### config.mk
export PLATFORM = sky130hd
export DESIGN_NAME = dbg_port_activator
export DESIGN_NICKNAME = d
export VERILOG_FILES = /design/src/rtl/dap_pkg.sv /design/src/rtl/dap_sync.sv /design/src/rtl/dap_rise.sv /design/src/rtl/dbg_port_activator.sv
export SDC_FILE = /design/constraint.sdc
export NUM_CORES = 1
export LEC_CHECK = 0
export BUFFER_PORTS_ARGS = -buffer_cell sky130_fd_sc_hd__buf_2
export CELL_PAD_IN_SITES_DETAIL_PLACEMENT = 1
export CELL_PAD_IN_SITES_GLOBAL_PLACEMENT = 2
export CORE_MARGIN = 2
export CORE_UTILIZATION = 36
export CTS_CLUSTER_SIZE = 8
export DETAILED_ROUTE_END_ITERATION = 6
export HOLD_SLACK_MARGIN = 0.05
export PLACE_DENSITY_LB_ADDON = 0.2
export SLEW_MARGIN = 10
export SYNTH_ARGS = -nofsm -noshare
export SYNTH_HDL_FRONTEND = slang
export SYNTH_SLANG_ARGS = --single-unit
### constraint.sdc
create_clock -name clk -period 1.7 [get_ports clk]
set_input_delay 0.34 -clock clk [delete_from_list [all_inputs] [get_ports clk]]
set_output_delay 0.34 -clock clk [all_outputs]
set_load 0.01 [all_outputs]
### src/rtl/dap_pkg.sv
package dap_pkg;

    typedef enum logic [2:0] {
        ST_RESET_MODE = 3'd0,
        ST_HOLD       = 3'd1,
        ST_ARMED      = 3'd2,
        ST_COUNT      = 3'd3,
        ST_ENABLED    = 3'd4
    } dap_state_e;

endpackage

### src/rtl/dap_sync.sv
// Multi-bit, multi-stage synchroniser; reset value 0 matches the pull-down idle.
module dap_sync #(
    parameter int WIDTH  = 1,
    parameter int STAGES = 2
) (
    input  logic             clk,
    input  logic             rst_n,
    input  logic [WIDTH-1:0] din,
    output logic [WIDTH-1:0] dout
);

    logic [STAGES-1:0][WIDTH-1:0] stage_q;

    always_ff @(posedge clk or negedge rst_n) begin
        if (!rst_n) begin
            stage_q[0] <= '0;
        end else begin
            stage_q[0] <= din;
        end
    end

    for (genvar g = 1; g < STAGES; g++) begin : g_chain
        always_ff @(posedge clk or negedge rst_n) begin
            if (!rst_n) begin
                stage_q[g] <= '0;
            end else begin
                stage_q[g] <= stage_q[g-1];
            end
        end
    end

    assign dout = stage_q[STAGES-1];

endmodule

### src/rtl/dap_rise.sv
// Rising-edge detector on an already synchronised level.
module dap_rise (
    input  logic clk,
    input  logic rst_n,
    input  logic level,
    output logic rise
);

    logic level_q;

    always_ff @(posedge clk or negedge rst_n) begin
        if (!rst_n) begin
            level_q <= 1'b0;
        end else begin
            level_q <= level;
        end
    end

    assign rise = level & ~level_q;

endmodule

### src/rtl/dbg_port_activator.sv
module dbg_port_activator
    import dap_pkg::*;
#(
    parameter int HOLD_CYCLES  = 500,
    parameter int START_WINDOW = 20000,
    parameter int IDLE_LIMIT   = 20000,
    parameter int EDGE_TARGET  = 16,
    parameter int SYNC_STAGES  = 2
) (
    input  logic clk,
    input  logic rst_n,
    input  logic dbg_clk_pin,
    input  logic dbg_data_pin,
    input  logic rst_sense_pin,
    output logic reset_function_enable,
    output logic interface_enabled,
    output logic sampled_reset
);

    localparam int MAX_A = (HOLD_CYCLES > START_WINDOW) ? HOLD_CYCLES : START_WINDOW;
    localparam int MAX_T = (MAX_A > IDLE_LIMIT) ? MAX_A : IDLE_LIMIT;
    localparam int TW    = (MAX_T > 1) ? $clog2(MAX_T + 1) : 1;
    localparam int EW    = $clog2(EDGE_TARGET + 1);

    localparam logic [TW-1:0] HOLD_LAST = TW'(HOLD_CYCLES - 1);
    localparam logic [TW-1:0] WIN_LAST  = TW'(START_WINDOW - 1);
    localparam logic [TW-1:0] IDLE_LAST = TW'(IDLE_LIMIT - 1);
    localparam logic [EW-1:0] EDGE_LAST = EW'(EDGE_TARGET - 1);

    // Synchronised inputs: [0] debug clock, [1] data, [2] reset sense.
    logic [2:0] pins_s;
    logic       clk_s;
    logic       data_s;
    logic       sense_s;
    logic       clk_rise;

    dap_sync #(
        .WIDTH  (3),
        .STAGES (SYNC_STAGES)
    ) u_sync (
        .clk   (clk),
        .rst_n (rst_n),
        .din   ({rst_sense_pin, dbg_data_pin, dbg_clk_pin}),
        .dout  (pins_s)
    );

    assign clk_s   = pins_s[0];
    assign data_s  = pins_s[1];
    assign sense_s = pins_s[2];

    dap_rise u_rise (
        .clk   (clk),
        .rst_n (rst_n),
        .level (clk_s),
        .rise  (clk_rise)
    );

    dap_state_e    state_q, state_d;
    logic [TW-1:0] tmr_q, tmr_d;
    logic [EW-1:0] edges_q, edges_d;
    logic          samp_q, samp_d;

    // Next-state and counter logic. Priority: data abort > edge > timer expiry.
    always_comb begin
        state_d = state_q;
        tmr_d   = tmr_q + 1'b1;
        edges_d = edges_q;
        samp_d  = samp_q;
        unique case (state_q)
            ST_RESET_MODE: begin
                tmr_d   = '0;
                edges_d = '0;
                samp_d  = 1'b0;
                if (data_s) begin
                    state_d = ST_HOLD;
                end
            end
            ST_HOLD: begin
                if (!data_s) begin
                    state_d = ST_RESET_MODE;
                    tmr_d   = '0;
                end else if (tmr_q == HOLD_LAST) begin
                    state_d = ST_ARMED;
                    tmr_d   = '0;
                end
            end
            ST_ARMED: begin
                if (!data_s) begin
                    state_d = ST_RESET_MODE;
                    tmr_d   = '0;
                end else if (clk_rise) begin
                    state_d = ST_COUNT;
                    tmr_d   = '0;
                    edges_d = EW'(1);
                end else if (tmr_q == WIN_LAST) begin
                    state_d = ST_RESET_MODE;
                    tmr_d   = '0;
                end
            end
            ST_COUNT: begin
                if (!data_s) begin
                    state_d = ST_RESET_MODE;
                    tmr_d   = '0;
                end else if (clk_rise) begin
                    tmr_d = '0;
                    if (edges_q == EDGE_LAST) begin
                        state_d = ST_ENABLED;
                        samp_d  = sense_s;
                    end else begin
                        edges_d = edges_q + 1'b1;
                    end
                end else if (tmr_q == IDLE_LAST) begin
                    state_d = ST_RESET_MODE;
                    tmr_d   = '0;
                end
            end
            ST_ENABLED: begin
                if (clk_rise) begin
                    tmr_d = '0;
                end else if (tmr_q == IDLE_LAST) begin
                    state_d = ST_RESET_MODE;
                    tmr_d   = '0;
                    samp_d  = 1'b0;
                end
            end
            default: begin
                state_d = ST_RESET_MODE;
                tmr_d   = '0;
                edges_d = '0;
                samp_d  = 1'b0;
            end
        endcase
    end

    // State register process.
    always_ff @(posedge clk or negedge rst_n) begin
        if (!rst_n) begin
            state_q <= ST_RESET_MODE;
            tmr_q   <= '0;
            edges_q <= '0;
            samp_q  <= 1'b0;
        end else begin
            state_q <= state_d;
            tmr_q   <= tmr_d;
            edges_q <= edges_d;
            samp_q  <= samp_d;
        end
    end

    // Output decode process.
    always_comb begin
        reset_function_enable = 1'b0;
        interface_enabled     = 1'b0;
        unique case (state_q)
            ST_RESET_MODE, ST_HOLD: reset_function_enable = 1'b1;
            ST_ENABLED:             interface_enabled     = 1'b1;
            default: begin
                reset_function_enable = 1'b0;
                interface_enabled     = 1'b0;
            end
        endcase
        sampled_reset = samp_q;
    end

endmodule

-- Word-level counts from Yosys, hierarchy flattened
Cells that the tools add are included.
- register bits: 31
- input bits: 5
- output and inout bits: 3
- logic and storage cells: 70
- $add $sub $neg: 2
- eq/ne operators: 18
- multiplexer cells: 31
- bitwise gates (word level): 4
- reduce and logical (&&, ||, !) cells: 8
- operators with widths (operator ; number):
    $mux 15 ; 5
    $pmux 15 s3 ; 1
    $mux 3 ; 10
    $mux 5 ; 5
    $add 15x1->15 const B ; 1
    $eq 15x15->1 const B ; 1
    $eq 15x9->1 const B ; 1
    $pmux 3 s5 ; 1
    $pmux 5 s3 ; 1
    $ne 2x2->1 const B ; 6
    $reduce_and 6->1 ; 2
    $reduce_or 2->1 ; 4
    $mux 1 ; 7
    $eq 3x2->1 const B ; 2
    $ne 2x1->1 const B ; 3
    $add 5x1->5 const B ; 1
    $eq 5x4->1 const B ; 1
    $ne 4x4->1 const B ; 1
    $reduce_and 4->1 ; 1
    $eq 3x1->1 const B ; 1
    $eq 3x3->1 const B ; 1
    $logic_not 3->1 ; 1
    $ne 3x3->1 const B ; 1
    $not 1->1 ; 3
    other kinds (2) ; 2

-- Longest topological paths before layout
- depth after elaboration: 5
- mapped depth: 7
- gate-level depth less buffers: 7

-- Modules after synthesis
Synthesis repeated with hierarchy kept, for this count alone.
- cells, all modules: 164
- area, all modules: 1651.6 µm²
- modules (own cells, without submodules) (module ; instances ; cells each ; area an instance (µm²) ; seq. area each (µm²)):
    dbg_port_activator ; 1 ; 153 ; 1440.1 ; 600.6
    dap_sync ; 1 ; 9 ; 172.7 ; 150.1
    dap_rise ; 1 ; 2 ; 38.8 ; 25.0

-- Worst setup path before layout
Ideal clock, no wire load.
- path type: register to register
- start point: reg edges_q[0]
- end point: reg edges_q[4]
- library setup time: 0.128 ns
- arrival: 1.697 ns
- required time: 1.572 ns
- setup slack: -0.124 ns
- stages on the path, launching flop included: 8
- path buffers: 0
- clock period less this slack: 1.824 ns
- cell sequence: dfrtp_1 ha_1 and3_1 ha_1 nand2b_1 a22oi_1 o21ai_1 mux2_1
- cells in the longest elaborated chain, start to end: 5
- elaborated cells between the ends (all ways): 8
- classes of those cells: add/sub (1); eq/ne (2); mux (4); reduce/logical (1)
- RTL lines (item ; RTL line ; RTL):
    start: declaration ; dbg_port_activator.sv:60 ; logic [EW-1:0] edges_q, edges_d;
    start signal: assignment ; dbg_port_activator.sv:145 ; edges_q <= edges_d;
    $add 5x1->5 ; dbg_port_activator.sv:110 ; edges_d = edges_q + 1'b1;
    $mux 5 ; dbg_port_activator.sv:106 ; if (edges_q == EDGE_LAST) begin
    $mux 5 ; dbg_port_activator.sv:104 ; end else if (clk_rise) begin
    $mux 5 ; dbg_port_activator.sv:101 ; if (!data_s) begin
    $pmux 5 s3 ; dbg_port_activator.sv:69 ; unique case (state_q)
Several ways; a longest one is shown, not always the timed one. The select of a mux whose other input is x is not followed.
A chain may end at the register's enable or synchronous reset.

-- Worst setup path in the final report
- start point: reg edges_q[1]
- end point: reg edges_q[4]
Same word-level chain as after synthesis.

==> qor.yml <==
outcome: "finished clean"
h-tree-depth: 2
hold_ws_ns: 0.0664
endpoint_kind: "register"
async_flop_share_pct: 100
cellPowerDensity_nw_per_um2: 850
synth_flop_cell: "dfrtp_1"
core_sq_um: 4690
portBuffers: 7
syn_area_sq_um: 1750
cts_root_buf: "clkbuf_8"
routed_wl_mm: 4.07
grt_max_degree: 32
synth-seq-cells: 31
grt-ovfl-total: 0
clkTransAtPathRegs_ns: 0.07
syn_inst: 163
leakagePower_nw: 0.910
numClockSinks: 31
cts_tree: "done"
slew_headroom_pct: 68.9
io_pins: 8
fin_util_pct: 45.8
dieWidth_um: 73.8
numCtsBuffers: 5
finalHoldViolations: 0
yosysWarnings: 0
dp_hpwl_mm: 2.95
clockBufferDepth: 2
ir_worst_vdd_mv: 0.474
ctsHoldBuffers: 0
dieArea_sq_um: 5440
ant_nets: 0
drive_gt1_share_pct: 35.2
synth_area_leaders: "dfrtp_1 44%, nor2_4 5.8%, xor2_1 4.5%"
syn_area_per_cell_sq_um: 10.7
path_max_fanout: 4
clock_latency_ns: 0.28
initial_utilization_pct: 37.3
dr.pass1.iters: 4
vias: 1311
grt_use_total_pct: 17.3
finalWorstPathRequiredPeriod_ns: 1.68
timing.final.crit_share_pct: 98.6
cp.arrival_ns: 1.84
viasPerCell: 5.31
cp-start-kind: "register"
dp.cells: 234
die_h_um: 73.8
antenna_found_initial: 0
fin_cells: 247
nNetsFinal: 200
synth_top_area_share_pct: 44.3
yosysUniqueCellTypes: 52
min_path_type: "input pin to asynchronous set/reset pin"
synthesis.nets: 171
grt_pass1_vias: 1405
seq_area_frac_synth_pct: 44.3
critPathKind: "register to register"
avgRoutedWirePerCell_um: 16.5
drc: 0
finalMaxSlewViolations: 0
setup-violations-final: 0
max_freq_mhz: 596
synthToLayoutAreaGrowth_pct: 22.6
diodes: 0
critPathRequiredTime_ns: 1.87
tns_ns: 0
rsz0062_at_grt: "true"
gp_congestion: 0.813
worstMarginPinSlew_ns: 0.465
grt_pass1_wl_mm: 7.07
synth_edf_count: 0
skew_ns: 0.00476
rows: 25
yosysTopAreaCell: "dfrtp_1"
drt_iter0_drc: 31
maxCapViolCount: 0
==> placed cells by master (no fill, tap or decap), types with 2 or more instances in the layout <==
master / n
and2_1: 3
and3_1: 2
buf_4: 20
nor3_1: 3
and3_4: 2
dfrtp_1: 31
nand4_1: 4
xor2_1: 9
o21ai_0: 8
a21oi_1: 5
nor2b_1: 3
xnor2_1: 2
nor2_1: 10
nand3b_1: 3
o21ai_2: 2
clkbuf_8: 7
nor2_4: 9
inv_1: 6
ha_4: 2
or3_1: 2
nand2_1: 11
nand3_1: 5
and4bb_2: 2
and4_1: 3
buf_2: 7
==> flip-flops by register name, summed over array words and instances, names as in the netlist <==
name / flops
sampled_reset: 1
state_q: 3
u_sync.dout: 3
tmr_q: 15
edges_q: 5
u_rise.level_q: 1
u_sync.stage_q: 3
==> synth_stat cells (all sizes together), types with 4 or more instances <==
cell and n:
nand3 5, nor2 20, inv 7, and4 4
buf 4, o21ai 10, a21oi 7, nand2 11
and3 4, dfrtp 31, nand4 6, xor2 9
==> logic make-up after synthesis <==
group,share of synthesized area [%]
adder cells (fa/ha/maj),2.14
flip-flops,44.3
AND/OR/NAND/NOR,30.6
multiplexers,1.21
XOR/XNOR,5.50
AO/OA/AOI/OAI,12.1
buffers and inverters,4.21
==> power breakdown <==
part	switching, mW	internal [mW]	total, mW
Clock	0.271	0.369	0.640
Sequential	0.0300	0.770	0.800
Combinational	0.222	0.163	0.384
Total	0.522	1.30	1.82
==> layer usage <==
layer	GRT usage, %	up-vias	part of all wire [%]
met4	4.85	0	0.81
met5	0	-	0
met2	27.2	15	50
li1	-	636	-
met1	23.7	656	47
met3	4.12	4	2.5
==> cell type report <==
| type | count | area (sq um) |
|---|---|---|
| fillers | 549 | 2540 |
| multi-input cells | 119 | 972 |
| flip-flops and latches | 31 | 776 |
| repair buffers | 28 | 205 |
| clock buffers | 8 | 100 |
| well taps | 54 | 67.6 |
| inverters | 7 | 26.3 |
==> worst paths after layout <==
check,startpoint,endpoint,slack [ns],depth (start not counted)
min,rst_n,edges_q[0],0.07,2
max,edges_q[1],edges_q[4],0.02,7
max in group asynchronous,rst_n,u_sync.dout[0],1.33,2
min in group clk,rst_sense_pin,u_sync.stage_q[2],0.17,1
min reg2reg,u_sync.stage_q[1],u_sync.dout[1],0.35,0
max reg2reg,edges_q[1],edges_q[4],0.02,7
==> per-stage QoR <==
stage          instance area (sq um)  power, mW  setup slack [ns]
6_report                        2150       1.82            0.0235
5_1_grt                         2150       1.92           -0.0633
4_1_cts                         2100       1.85          -0.00434
3_5_place_dp                    1980       1.19           -0.0682
3_3_place_gp                    1980       1.17           0.00602
2_1_floorplan                   1790       1.06           -0.0157
==> timing repair <==
item | in CTS | in global routing
setup buffers | 3 | 2
setup endpoints to repair | 15 | 22
pin swaps | 4 | 1
gates resized for setup | 3 | 6
==> critical path: stages, from the launching register on <==
cell	delay [ns]
dfrtp_1	0.40
ha_2	0.19
and3_4	0.15
ha_4	0.16
nand2b_4	0.13
a22oi_2	0.15
o21ai_2	0.09
mux2_4	0.29
No activity file was read; power rests on OpenSTA's default activity.
